[src/rtl/fp_pkg.sv]
package fp_pkg;

    typedef enum logic [1:0] {
        FP_IDLE   = 2'd0,
        FP_MASTER = 2'd1,
        FP_HUNT   = 2'd2,
        FP_LOCK   = 2'd3
    } fp_state_e;

endpackage

[src/rtl/fp_ref_sync.sv]
module fp_ref_sync #(
    parameter int STAGES = 2
) (
    input  logic clk,
    input  logic rst_n,
    input  logic ref_i,
    output logic rise_o
);
    logic [STAGES-1:0] chain_q;
    logic              last_q;

    generate
        for (genvar i = 0; i < STAGES; i++) begin : g_stage
            if (i == 0) begin : g_first
                always_ff @(posedge clk) begin
                    if (!rst_n) chain_q[0] <= 1'b0;
                    else        chain_q[0] <= ref_i;
                end
            end else begin : g_next
                always_ff @(posedge clk) begin
                    if (!rst_n) chain_q[i] <= 1'b0;
                    else        chain_q[i] <= chain_q[i-1];
                end
            end
        end
    endgenerate

    always_ff @(posedge clk) begin
        if (!rst_n) last_q <= 1'b0;
        else        last_q <= chain_q[STAGES-1];
    end

    assign rise_o = chain_q[STAGES-1] & ~last_q;

    // a detected edge is a single-cycle event
    assert_rise_single_R5: assert property (@(posedge clk) disable iff (!rst_n)
        rise_o |=> !rise_o);

endmodule

[src/rtl/fp_phase_ctr.sv]
module fp_phase_ctr #(
    parameter int DIV   = 2430,
    parameter int OFS_W = 8,
    localparam int CW   = $clog2(DIV)
) (
    input  logic             clk,
    input  logic             rst_n,
    input  logic             run_i,
    input  logic             load_i,
    input  logic [OFS_W-1:0] offset_i,
    output logic [CW-1:0]    cnt_o
);
    localparam logic [CW-1:0] LAST = CW'(DIV - 1);

    logic [CW-1:0] load_val;
    logic [CW-1:0] cnt_q;

    // Reload value: the frame starts (count 0) offset mod DIV cycles later
    always_comb begin
        int sv;
        int tmp;
        sv = int'($signed(offset_i));
        if (sv < 0)       tmp = -sv;
        else if (sv == 0) tmp = 0;
        else              tmp = DIV - sv;
        load_val = tmp[CW-1:0];
    end

    always_ff @(posedge clk) begin
        if (!rst_n)       cnt_q <= LAST;
        else if (load_i)  cnt_q <= load_val;
        else if (run_i)   cnt_q <= (cnt_q == LAST) ? '0 : cnt_q + 1'b1;
    end

    assign cnt_o = cnt_q;

    // count stays inside the frame
    assert_cnt_range_R1: assert property (@(posedge clk) disable iff (!rst_n)
        cnt_q <= LAST);
    // the last phase wraps to zero
    assert_cnt_wrap_R1: assert property (@(posedge clk) disable iff (!rst_n)
        (run_i && !load_i && cnt_q == LAST) |=> cnt_q == '0);
    // an alignment load lands the reload value computed from the offset
    assert_load_lands_R5: assert property (@(posedge clk) disable iff (!rst_n)
        load_i |=> cnt_q == $past(load_val));

endmodule

[src/rtl/fp_shape.sv]
module fp_shape #(
    parameter int DIV   = 2430,
    parameter int WID_W = 4,
    localparam int CW   = $clog2(DIV)
) (
    input  logic [CW-1:0]    cnt_i,
    input  logic             enable_i,
    input  logic             pulse_mode_i,
    input  logic [WID_W-1:0] width_i,
    output logic             frame_o
);
    localparam logic [CW-1:0] HALF = CW'(DIV / 2);

    logic [CW-1:0] wl;
    logic          sq_hi;
    logic          pl_hi;

    always_comb begin
        wl    = (width_i == '0) ? CW'(1) : CW'(width_i);
        sq_hi = cnt_i < HALF;
        pl_hi = cnt_i < wl;
        frame_o = enable_i & (pulse_mode_i ? pl_hi : sq_hi);
    end

endmodule

[src/rtl/frame_pulse_gen.sv]
module frame_pulse_gen
    import fp_pkg::*;
#(
    parameter int DIV         = 2430,
    parameter int WID_W       = 4,
    parameter int OFS_W       = 8,
    parameter int SYNC_STAGES = 2
) (
    input  logic             clk,
    input  logic             rst_n,
    input  logic             slave_i,
    input  logic             ref_i,
    input  logic             pulse_mode_i,
    input  logic [WID_W-1:0] width_i,
    input  logic [OFS_W-1:0] offset_i,
    output logic             frame_o
);
    localparam int CW = $clog2(DIV);
    localparam logic [CW-1:0] LAST = CW'(DIV - 1);
    localparam logic [CW-1:0] HALF = CW'(DIV / 2);

    fp_state_e     state_q;
    fp_state_e     state_d;
    logic          ref_rise;
    logic          run;
    logic          load;
    logic          shape_en;
    logic [CW-1:0] cnt;

    fp_ref_sync #(.STAGES(SYNC_STAGES)) u_sync (
        .clk    (clk),
        .rst_n  (rst_n),
        .ref_i  (ref_i),
        .rise_o (ref_rise)
    );

    // State register
    always_ff @(posedge clk) begin
        if (!rst_n) state_q <= FP_IDLE;
        else        state_q <= state_d;
    end

    // Next-state logic
    always_comb begin
        state_d = state_q;
        unique case (state_q)
            FP_IDLE:   state_d = slave_i ? FP_HUNT : FP_MASTER;
            FP_MASTER: state_d = slave_i ? FP_HUNT : FP_MASTER;
            FP_HUNT:   state_d = !slave_i ? FP_MASTER : (ref_rise ? FP_LOCK : FP_HUNT);
            FP_LOCK:   state_d = slave_i ? FP_LOCK : FP_MASTER;
        endcase
    end

    // Outputs of the state machine
    always_comb begin
        run      = 1'b0;
        load     = 1'b0;
        shape_en = 1'b0;
        unique case (state_q)
            FP_IDLE:   ;
            FP_MASTER: begin run = 1'b1; shape_en = 1'b1; end
            FP_HUNT:   begin run = 1'b1; load = slave_i & ref_rise; end
            FP_LOCK:   begin run = 1'b1; load = slave_i & ref_rise; shape_en = 1'b1; end
        endcase
    end

    fp_phase_ctr #(.DIV(DIV), .OFS_W(OFS_W)) u_ctr (
        .clk      (clk),
        .rst_n    (rst_n),
        .run_i    (run),
        .load_i   (load),
        .offset_i (offset_i),
        .cnt_o    (cnt)
    );

    fp_shape #(.DIV(DIV), .WID_W(WID_W)) u_shape (
        .cnt_i        (cnt),
        .enable_i     (shape_en),
        .pulse_mode_i (pulse_mode_i),
        .width_i      (width_i),
        .frame_o      (frame_o)
    );

    // quiet while hunting for the first reference edge
    assert_hunt_quiet_R7: assert property (@(posedge clk) disable iff (!rst_n)
        (state_q == FP_HUNT) |-> !frame_o);
    // in master mode the phase only advances, whatever the reference does
    assert_master_free_R8: assert property (@(posedge clk) disable iff (!rst_n)
        (state_q == FP_MASTER && !slave_i) |=>
            cnt == (($past(cnt) == LAST) ? '0 : $past(cnt) + 1'b1));
    // square wave is low in the second half of the frame
    assert_square_low_R2: assert property (@(posedge clk) disable iff (!rst_n)
        (!pulse_mode_i && cnt >= HALF) |-> !frame_o);
    // pulse is low once the programmed width has elapsed
    assert_pulse_end_R3: assert property (@(posedge clk) disable iff (!rst_n)
        (pulse_mode_i && width_i != '0 && cnt >= CW'(width_i)) |-> !frame_o);
    // zero width still yields a one-cycle pulse at the frame start
    assert_zero_width_R4: assert property (@(posedge clk) disable iff (!rst_n)
        (pulse_mode_i && width_i == '0 && state_q == FP_MASTER && cnt == '0) |-> frame_o);
    // the cycle leaving reset produces no frame
    assert_idle_low_R9: assert property (@(posedge clk) disable iff (!rst_n)
        (state_q == FP_IDLE) |-> !frame_o);

endmodule

[config.mk]
export PLATFORM = sky130hd
export DESIGN_NAME = frame_pulse_gen
export DESIGN_NICKNAME = d
export VERILOG_FILES = /design/src/rtl/fp_pkg.sv /design/src/rtl/fp_ref_sync.sv /design/src/rtl/fp_phase_ctr.sv /design/src/rtl/fp_shape.sv /design/src/rtl/frame_pulse_gen.sv
export SDC_FILE = /design/constraint.sdc
export NUM_CORES = 1
export LEC_CHECK = 0
export ABC_CLOCK_PERIOD_IN_PS = 3500
export CAP_MARGIN = 20
export CORE_ASPECT_RATIO = 2
export CORE_MARGIN = 2
export CORE_UTILIZATION = 43
export CTS_BUF_LIST = sky130_fd_sc_hd__clkbuf_2
export CTS_CLUSTER_SIZE = 40
export DETAILED_ROUTE_END_ITERATION = 10
export DONT_BUFFER_PORTS = 1
export SKIP_CTS_REPAIR_TIMING = 1
export SLEW_MARGIN = 20
export SYNTH_ARGS = -nofsm -noshare
export SYNTH_HDL_FRONTEND = slang
export SYNTH_SLANG_ARGS = --single-unit
[constraint.sdc]
create_clock -name clk -period 3.5 [get_ports clk]
set_clock_uncertainty 0.15 [all_clocks]
set_input_delay 0 -clock clk [delete_from_list [all_inputs] [get_ports clk]]
set_output_delay 0 -clock clk [all_outputs]
set_load 0.1 [all_outputs]
==> impl_metrics.toml, run 1 <==
[route]
drt-vias-per-instance = 6.18
route.antenna.remaining_nets = 0
route.final.wire_length_mm = 3.60
drc = 0
wire_per_inst_um = 16.0
dr.first_iter.drc_count = 49
drt_pass1_iterations = 4
num_vias = 1390

[pwr]
netSwitchingFraction_pct = 41.3
pwr_density_cell_mw_per_mm2 = 376
share_comb_of_total_power_pct = 39.9
peak_supply_drop_mv = 0.214
p_leak_nw = 0.581
netSwitchingPower_mw = 0.248
design_power_total_mw = 0.599
power.share.clock_pct = 16.4
p_int_mw = 0.352
seqPwrFrac_pct = 43.8

[synth]
syn-instance-count = 180
synth.area.top_cells = "sky130_fd_sc_hd__dfxtp_1 (25%), sky130_fd_sc_hd__ha_1 (6.4%), sky130_fd_sc_hd__o21ai_0 (6.2%), sky130_fd_sc_hd__nand2_1 (5.2%), sky130_fd_sc_hd__nand3_1 (3.7%)"
syn_area_mm2 = 0.00137
ys_dominant_reg_cell = "sky130_fd_sc_hd__dfxtp_1"
syn-num-nets = 204
synth-edff-count = 0
avgSynthCellArea_um2 = 7.61
synth.most_common_cell = "sky130_fd_sc_hd__nand2_1"
synth-seq-cells = 17
synth_top_cell_by_area = "sky130_fd_sc_hd__dfxtp_1"
ys_seq_area_share_pct = 24.8
synth_cell_type_count = 49
yosys_warnings = 0
synth.top_cells.by_count = "sky130_fd_sc_hd__nand2_1 (19), sky130_fd_sc_hd__dfxtp_1 (17), sky130_fd_sc_hd__o21ai_0 (17)"
synth_top_area_share_pct = 24.8
postSynth.asyncResetShare_pct = 0

[global_routing]
first_pass_grt_wire_length_mm = 5.91
grt_start_max_net_pins = 21
globalRoute.totalOverflow = 0
grt.total_usage_pct = 20.6
antenna_violations_before_repair = 0
first_global_vias = 1323

[run]
maxCapViolations = 0

[worst_setup_path]
start_of_the_worst_register_to_register_path = "u_ctr.cnt_o[0]$_SDFFE_PN1P_"
timing.critical_path.required_ns = 3.63
reg_to_reg_setup_timing_slack_ns = 0.85
startpoint_type_of_the_worst_setup_path = "input port"
regToRegEndpoint = "u_ctr.cnt_o[11]$_SDFFE_PN1P_"
setup.worst_path.start = "offset_i[2]"
timing.setup.critical_path_class = "in2reg"
worst-path-max-fanout = 6
worst_ep_arrival_time_ns = 3.03
worst-r2r-cell-count = 7
endpoint = "u_ctr.cnt_o[7]$_SDFFE_PN0P_"
category_of_the_worst_setup_path_capture_point = "flop"

[clocking]
h-tree-depth = 1
clkLatencyLatePin_ns = 0.33
clk_root_buffer_cell = "sky130_fd_sc_hd__clkbuf_2"
cts_num_sinks = 17
clk_pin_slew_ns = 0.19
numCtsBuffers = 3
cts_tree = "built"
clock_path_buffers = 2

[timing]
timing_hold_violations_final = 3
setup_tns_ns = 0
setup-violations-final = 0
layout_worst_path_cycle_share_pct = 83.0
period_needed_ns = 2.90
fin_hold_ws_ns = -0.0275
max_freq_ghz = 0.344
rsz0062_at_grt = "false"
maxSlewViolCount = 0
worst_slew_pin_tran_ns = 1.01
slew_headroom_pct = 33.2

[place]
place.gp.congestion = 0.942
dpl.hpwl_mm = 2.58
buffer_ports.inserted = 0
post_place_cell_area_mm2 = 0.00138

[die]
die_height_um = 83.8
core_region_area_mm2 = 0.00312
floorplan.die.width_um = 43.9
row_count = 29
die_area_mm2 = 0.00368
floorplan.initialDensity_pct = 43.9
ioPinCount = 18

[min_path]
hold_class = "in2reg"

[outcome]
status = "finished, violations left"
failed_checks = "hold timing"

[finish]
design_area_mm2 = 0.00159
drive_gt1_share_pct = 5.15
fin_util_pct = 51.0
antenna-diode-count = 0
fin_nets = 219
area_delta_synth_final_pct = 16.3
## metrics by stage
| step | cells | hold WS [ns] | worst slack (ns) |
|---|---|---|---|
| finish | 225 | -0.0275 | 0.596 |
| global route | 225 | 0.00156 | 0.450 |
| CTS | 206 | -0.428 | 1.00 |
| detailed placement | 202 | -0.0655 | 1.38 |
| global placement | 202 | -0.0718 | 1.40 |
| floorplan | 180 | -0.0437 | 0.0725 |
## critical path, stage by stage
cell                            delay [ns]
sky130_fd_sc_hd__dlygate4sd3_1        0.73
sky130_fd_sc_hd__nand2_1              0.10
sky130_fd_sc_hd__dlygate4sd3_1        0.58
sky130_fd_sc_hd__nor4_1               0.23
sky130_fd_sc_hd__dlygate4sd3_1        0.58
sky130_fd_sc_hd__o21ai_0              0.08
sky130_fd_sc_hd__dlygate4sd3_1        0.59
sky130_fd_sc_hd__a31oi_1              0.15
## cell type report
type                            instances  area (um2)
Tap cell                               31        38.8
Clock buffer                            3        15.0
Multi-Input combinational cell        146         971
Sequential cell                        17         340
Timing Repair Buffer                   19         190
Inverter                                8        30.0
Fill cell                             311        1530
Clock inverter                          1        7.51
## layer usage
layer	global-route usage, %	routed length [um]
met1	23.7	1360
met3	2.60	111
met5	0	0
met2	35.0	2050
met4	10.7	85
## how the worst min path moves through the flow
stage / slack (ns) / cells past startpoint / startpoint / to
3_5_place_dp: -0.07 / 1 / rst_n / u_ctr.cnt_o[11]$_SDFFE_PN1P_
5_1_grt: 0.002 / 4 / offset_i[5] / u_ctr.cnt_o[8]$_SDFFE_PN1P_
6_report: -0.03 / 5 / offset_i[3] / u_ctr.cnt_o[4]$_SDFFE_PN1P_
2_1_floorplan: -0.04 / 1 / slave_i / state_q[0]$_SDFF_PN0_
3_3_place_gp: -0.07 / 1 / rst_n / u_ctr.cnt_o[11]$_SDFFE_PN1P_
4_1_cts: -0.43 / 1 / rst_n / u_ctr.cnt_o[11]$_SDFFE_PN1P_
## cells in the final DEF, fill, tap and decap left out, drive strengths merged, types with 2 or more instances in the layout
cell         instances
nand2b               2
o211ai               2
nand2               19
a41oi                2
nor4                 3
nor2                11
nor3                 5
ha                   7
dlygate4sd3         19
inv                  8
o32ai                2
o21ai               18
nand4                4
clkbuf               3
a21o                 2
dfxtp               17
or4                  2
nor3b                3
a21oi               10
xor2                 4
o2111ai              3
nand3               10
a31oi                5
and2                 6
nor2b                2
a21boi               3
xnor2                4
## power by group through the flow
stage	Combinational [mW]	Clock, mW	Sequential (mW)
2_1_floorplan	0.179	0	0.251
3_3_place_gp	0.210	0	0.265
3_5_place_dp	0.211	0	0.266
4_1_cts	0.212	0.100	0.261
5_1_grt	0.273	0.109	0.268
6_report	0.239	0.0981	0.262
## state kept, by name, indices dropped and copies added, names as in the netlist
register	cells
u_ctr.cnt_o	12
state_q	2
u_sync.chain_q	2
u_sync.last_q	1
## cell families (layout without fill, tap and decap cells)
kind of cell / count (synthesis) / count (layout) / synth area share [%]
buffers and inverters: 17 / 31 / 5.66
XOR/XNOR: 8 / 8 / 5.11
AO/OA/AOI/OAI: 56 / 56 / 26.8
adder cells (fa/ha/maj): 7 / 7 / 6.39
multiplexers: 2 / 2 / 2.37
AND/OR/NAND/NOR: 73 / 73 / 28.8
flip-flops: 17 / 17 / 24.8
No activity file was read; power rests on OpenSTA's default activity.
==> run 2, diff against run 1 <==
Settings changed: ABC_CLOCK_PERIOD_IN_PS 3500 to 3010.
Clock period 3.5 ns to 3.01 ns, I/O delays scaled along.
==> impl_metrics.toml, run 2 (synthesis gave the netlist of run 1 again) <==
[outcome]
status = "finished, violations left"
failed_checks = "hold timing"

[pwr]
design_power_total_mw = 0.698
p_leak_nw = 0.572
pwr_density_cell_mw_per_mm2 = 442
peak_supply_drop_mv = 0.220

[finish]
layout.cells.most_common_list = "sky130_fd_sc_hd__nand2_1 (19), sky130_fd_sc_hd__o21ai_0 (17), sky130_fd_sc_hd__dlygate4sd3_1 (17), sky130_fd_sc_hd__dfxtp_1 (17), sky130_fd_sc_hd__nor2_1 (11)"
area_delta_synth_final_pct = 15.3
fin_nets = 218
drive_gt1_share_pct = 5.70
layout_commonest_cell = "sky130_fd_sc_hd__nand2_1"
number_of_flip_flops_in_the_largest_register = 12
fillers = 307
antenna-diode-count = 0
finalNonFillerCells = 224

[worst_setup_path]
timing.setup.critical_path_class = "reg2reg"
worst-path-max-fanout = 7
category_of_the_worst_setup_path_capture_point = "flop"
worst_ep_arrival_time_ns = 2.67
startpoint_type_of_the_worst_setup_path = "flop"
timing.critical_path.required_ns = 3.11

[min_path]
hold_class = "in2reg"

[timing]
max_freq_ghz = 0.389
worst_slew_pin_tran_ns = 0.711
maxSlewViolCount = 0
setup_tns_ns = 0
post-route-worst-setup-slack_ns = 0.440
setup-violations-final = 0
layout_worst_path_cycle_share_pct = 85.4
rsz0062_at_grt = "false"
period_needed_ns = 2.57
fin_hold_ws_ns = -0.0222
timing_hold_violations_final = 1
slew_headroom_pct = 52.5

[die]
die_height_um = 83.8
floorplan.initialDensity_pct = 43.9
core_region_area_mm2 = 0.00312
die_area_mm2 = 0.00368
floorplan.die.width_um = 43.9
row_count = 29
ioPinCount = 18

[clocking]
clk_pin_slew_ns = 0.20
cts_tree = "built"
clkLatencyLatePin_ns = 0.33
clock_path_buffers = 2
h-tree-depth = 1
clk_root_buffer_cell = "sky130_fd_sc_hd__clkbuf_2"
numCtsBuffers = 3
cts_num_sinks = 17

[route]
dr.first_iter.drc_count = 45
drc = 0
route.final.wire_length_mm = 3.64
num_vias = 1380
drt-vias-per-instance = 6.16
route.antenna.remaining_nets = 0
wire_per_inst_um = 16.2
drt_pass1_iterations = 4

[place]
place.gp.congestion = 0.864
buffer_ports.inserted = 0
dpl.hpwl_mm = 2.63
dpl.cell_count = 203
pre_cts_ws_ns = 0.899

[global_routing]
grt.total_usage_pct = 20.3
antenna_violations_before_repair = 0
first_pass_grt_wire_length_mm = 5.79
globalRoute.totalOverflow = 0
first_global_vias = 1299
grt_start_max_net_pins = 21

[run]
maxCapViolations = 0
==> run 2: cell count changes in the layout (fill, tap and decap cells not counted) <==
cell                            previous run  this run
sky130_fd_sc_hd__dlygate4sd3_1            19        17
sky130_fd_sc_hd__buf_4                     0         1
==> run 2: layer usage <==
layer	GRT usage [%]	vias up	routed length, um	share of wire (%)
met3	2.16	16	99	2.7
met4	11.3	0	150	4.1
met1	22.8	635	1380	38
li1	-	695	-	-
met2	34.9	34	2010	55
met5	0	-	0	0
==> run 2: worst paths after layout <==
check                                    start                           end  slack (ns)  cells after the start
setup reg to reg   u_ctr.cnt_o[0]$_SDFFE_PN1P_  u_ctr.cnt_o[11]$_SDFFE_PN1P_        0.44                      7
hold / removal                     offset_i[4]   u_ctr.cnt_o[8]$_SDFFE_PN1P_       -0.02                      4
setup / recovery   u_ctr.cnt_o[0]$_SDFFE_PN1P_  u_ctr.cnt_o[11]$_SDFFE_PN1P_        0.44                      7
hold reg to reg   u_sync.chain_q[0]$_SDFF_PN0_  u_sync.chain_q[1]$_SDFF_PN0_        0.32                      1
==> run 2: layout make-up <==
| cell class | instances | area (um2) | area share (%) |
|---|---|---|---|
| clock buffers | 3 | 15.0 | 0.950 |
| flip-flops and latches | 17 | 340 | 21.5 |
| inverters | 8 | 30.0 | 1.90 |
| repair buffers | 18 | 178 | 11.2 |
| clock inverters | 1 | 7.51 | 0.475 |
| well taps | 31 | 38.8 | 2.45 |
| multi-input cells | 146 | 971 | 61.4 |
==> run 2: worst max-delay path: stages, from the launching register on <==
cell	delay, ns
sky130_fd_sc_hd__dfxtp_1	0.48
sky130_fd_sc_hd__ha_1	0.19
sky130_fd_sc_hd__nor4b_1	0.39
sky130_fd_sc_hd__a41oi_1	0.33
sky130_fd_sc_hd__nand4_1	0.20
sky130_fd_sc_hd__o31a_1	0.12
sky130_fd_sc_hd__nand3_1	0.06
sky130_fd_sc_hd__dlygate4sd3_1	0.58
==> run 2: power by group <==
group	total [mW]	internal (mW)	leakage [nW]	switching, mW
Sequential	0.305	0.256	0.140	0.0492
Clock	0.115	0.0310	0.0126	0.0835
Combinational	0.279	0.121	0.419	0.158
Total	0.698	0.408	0.572	0.291
==> run 2: per-stage QoR <==
step / area [um2] / utilization (%)
6_report: 1580 / 50.6
5_1_grt: 1580 / 50.6
4_1_cts: 1410 / 45.2
3_5_place_dp: 1390 / 44.5
3_3_place_gp: 1390 / 44.5
2_1_floorplan: 1380 / -
==> run 3, diff against run 2 <==
Settings changed: CORE_ASPECT_RATIO 2 to unset, CORE_UTILIZATION 43 to 60, PLACE_DENSITY set to 0.76.
==> impl_metrics.toml, run 3 (synthesis gave the netlist of run 1 again) <==
[place]
buffer_ports.inserted = 0
dpl.hpwl_mm = 2.45
place.gp.congestion = 0.953

[finish]
fin_nets = 219
fillers = 182
antenna-diode-count = 0
multiInputGateArea_um2 = 971
drive_gt1_share_pct = 5.67
area_delta_synth_final_pct = 15.6
ff_latch_area_um2 = 340
layout.cells.most_common_list = "sky130_fd_sc_hd__nand2_1 (19), sky130_fd_sc_hd__dlygate4sd3_1 (18), sky130_fd_sc_hd__o21ai_0 (17), sky130_fd_sc_hd__dfxtp_1 (17), sky130_fd_sc_hd__nor2_1 (11)"
layout_commonest_cell = "sky130_fd_sc_hd__nand2_1"
number_of_flip_flops_in_the_largest_register = 12

[clocking]
clock_path_buffers = 2
cts_num_sinks = 17
numCtsBuffers = 3
h-tree-depth = 1
clk_root_buffer_cell = "sky130_fd_sc_hd__clkbuf_2"
clkLatencyLatePin_ns = 0.31
cts_tree = "built"
clk_pin_slew_ns = 0.17

[route]
drc = 0
dr.first_iter.drc_count = 71
num_vias = 1453
wire_per_inst_um = 16.6
drt-vias-per-instance = 6.55
route.final.wire_length_mm = 3.69
drt_pass1_iterations = 5
route.antenna.remaining_nets = 0

[die]
floorplan.die.width_um = 51.8
row_count = 17
die_area_mm2 = 0.00268
die_height_um = 51.8
ioPinCount = 18
core_region_area_mm2 = 0.00219
floorplan.initialDensity_pct = 62.5

[global_routing]
globalRoute.totalOverflow = 0
grt_start_max_net_pins = 21
first_global_vias = 1189
first_pass_grt_wire_length_mm = 5.46
antenna_violations_before_repair = 0
grt.total_usage_pct = 27.2

[worst_setup_path]
category_of_the_worst_setup_path_capture_point = "flop"
worst-path-max-fanout = 7
worst_ep_arrival_time_ns = 2.84
timing.setup.critical_path_class = "in2reg"
timing.critical_path.required_ns = 3.04
startpoint_type_of_the_worst_setup_path = "input port"

[timing]
slew_headroom_pct = 55.9
max_freq_ghz = 0.357
setup_tns_ns = 0
period_needed_ns = 2.80
timing_hold_violations_final = 0
layout_worst_path_cycle_share_pct = 93.2
setup-violations-final = 0
maxSlewViolCount = 0
worst_slew_pin_tran_ns = 0.659
rsz0062_at_grt = "false"

[pwr]
power.share.clock_pct = 15.5
p_leak_nw = 0.584
seqPwrFrac_pct = 44.6
p_int_mw = 0.406
share_comb_of_total_power_pct = 39.9
pwr_density_cell_mw_per_mm2 = 433
netSwitchingPower_mw = 0.280
peak_supply_drop_mv = 0.364
design_power_total_mw = 0.686
netSwitchingFraction_pct = 40.8

[min_path]
hold_class = "in2reg"

[outcome]
status = "completed"

[run]
maxCapViolations = 0
## run 3: changes by cell type in the layout (fill, tap and decap cells not counted)
| cell | previous run | this run |
|---|---|---|
| sky130_fd_sc_hd__clkinvlp_4 | 1 | 0 |
| sky130_fd_sc_hd__clkinv_2 | 0 | 1 |
| sky130_fd_sc_hd__dlygate4sd3_1 | 17 | 18 |
## run 3: critical path: stages
cell and delay (ns):
sky130_fd_sc_hd__dlygate4sd3_1 0.65, sky130_fd_sc_hd__nor4_4 0.50, sky130_fd_sc_hd__a211o_2 0.21, sky130_fd_sc_hd__a21oi_1 0.06, sky130_fd_sc_hd__dlygate4sd3_1 0.57, sky130_fd_sc_hd__o21ai_1 0.18, sky130_fd_sc_hd__dlygate4sd3_1 0.58, sky130_fd_sc_hd__nand3b_1 0.08
## run 3: layout make-up
cell class	count	share of cell area [%]
multi-input combinational	146	61.3
clock inverter	1	0.316
clock buffer	3	0.948
sequential	17	21.5
inverter	8	1.90
timing repair buffer	19	11.8
tap	28	2.21
## run 3: worst paths after layout
check | from | to | slack, ns | cells after the start
max | offset_i[3] | u_ctr.cnt_o[3]$_SDFFE_PN1P_ | 0.21 | 8
min | offset_i[3] | u_ctr.cnt_o[4]$_SDFFE_PN1P_ | 0.05 | 5
max reg2reg | u_ctr.cnt_o[0]$_SDFFE_PN1P_ | u_ctr.cnt_o[11]$_SDFFE_PN1P_ | 0.37 | 7
min reg2reg | u_sync.chain_q[0]$_SDFF_PN0_ | u_sync.chain_q[1]$_SDFF_PN0_ | 0.33 | 1
## run 3: routing by layer
layer / vias to the layer above / part of all wire, % / routed length [um] / global-route usage, %
met3: 19 / 6.5 / 241 / 3.74
met1: 668 / 42 / 1550 / 37.0
met2: 65 / 47 / 1750 / 44.0
met4: 0 / 4.2 / 154 / 9.21
li1: 701 / - / - / -
met5: - / 0 / 0 / 0
## run 3: power by group through the flow
stage	sequential, mW	clock [mW]	combinational (mW)
after floorplan	0.292	0	0.210
after global placement	0.308	0	0.235
after detailed placement	0.308	0	0.240
after CTS	0.303	0.108	0.242
after global routing	0.310	0.120	0.304
final	0.306	0.106	0.274
## run 3: stage by stage
stage	utilization [%]	worst slack, ns	std cells	hold slack, ns	cell area, um2
6_report	72.3	0.206	222	0.0475	1580
5_1_grt	72.3	0.139	222	0.0699	1580
3_3_place_gp	63.2	1.01	200	-0.0748	1380
4_1_cts	64.1	0.608	204	-0.399	1400
3_5_place_dp	63.2	0.931	200	-0.0711	1380
2_1_floorplan	-	0.585	180	-0.0437	1380
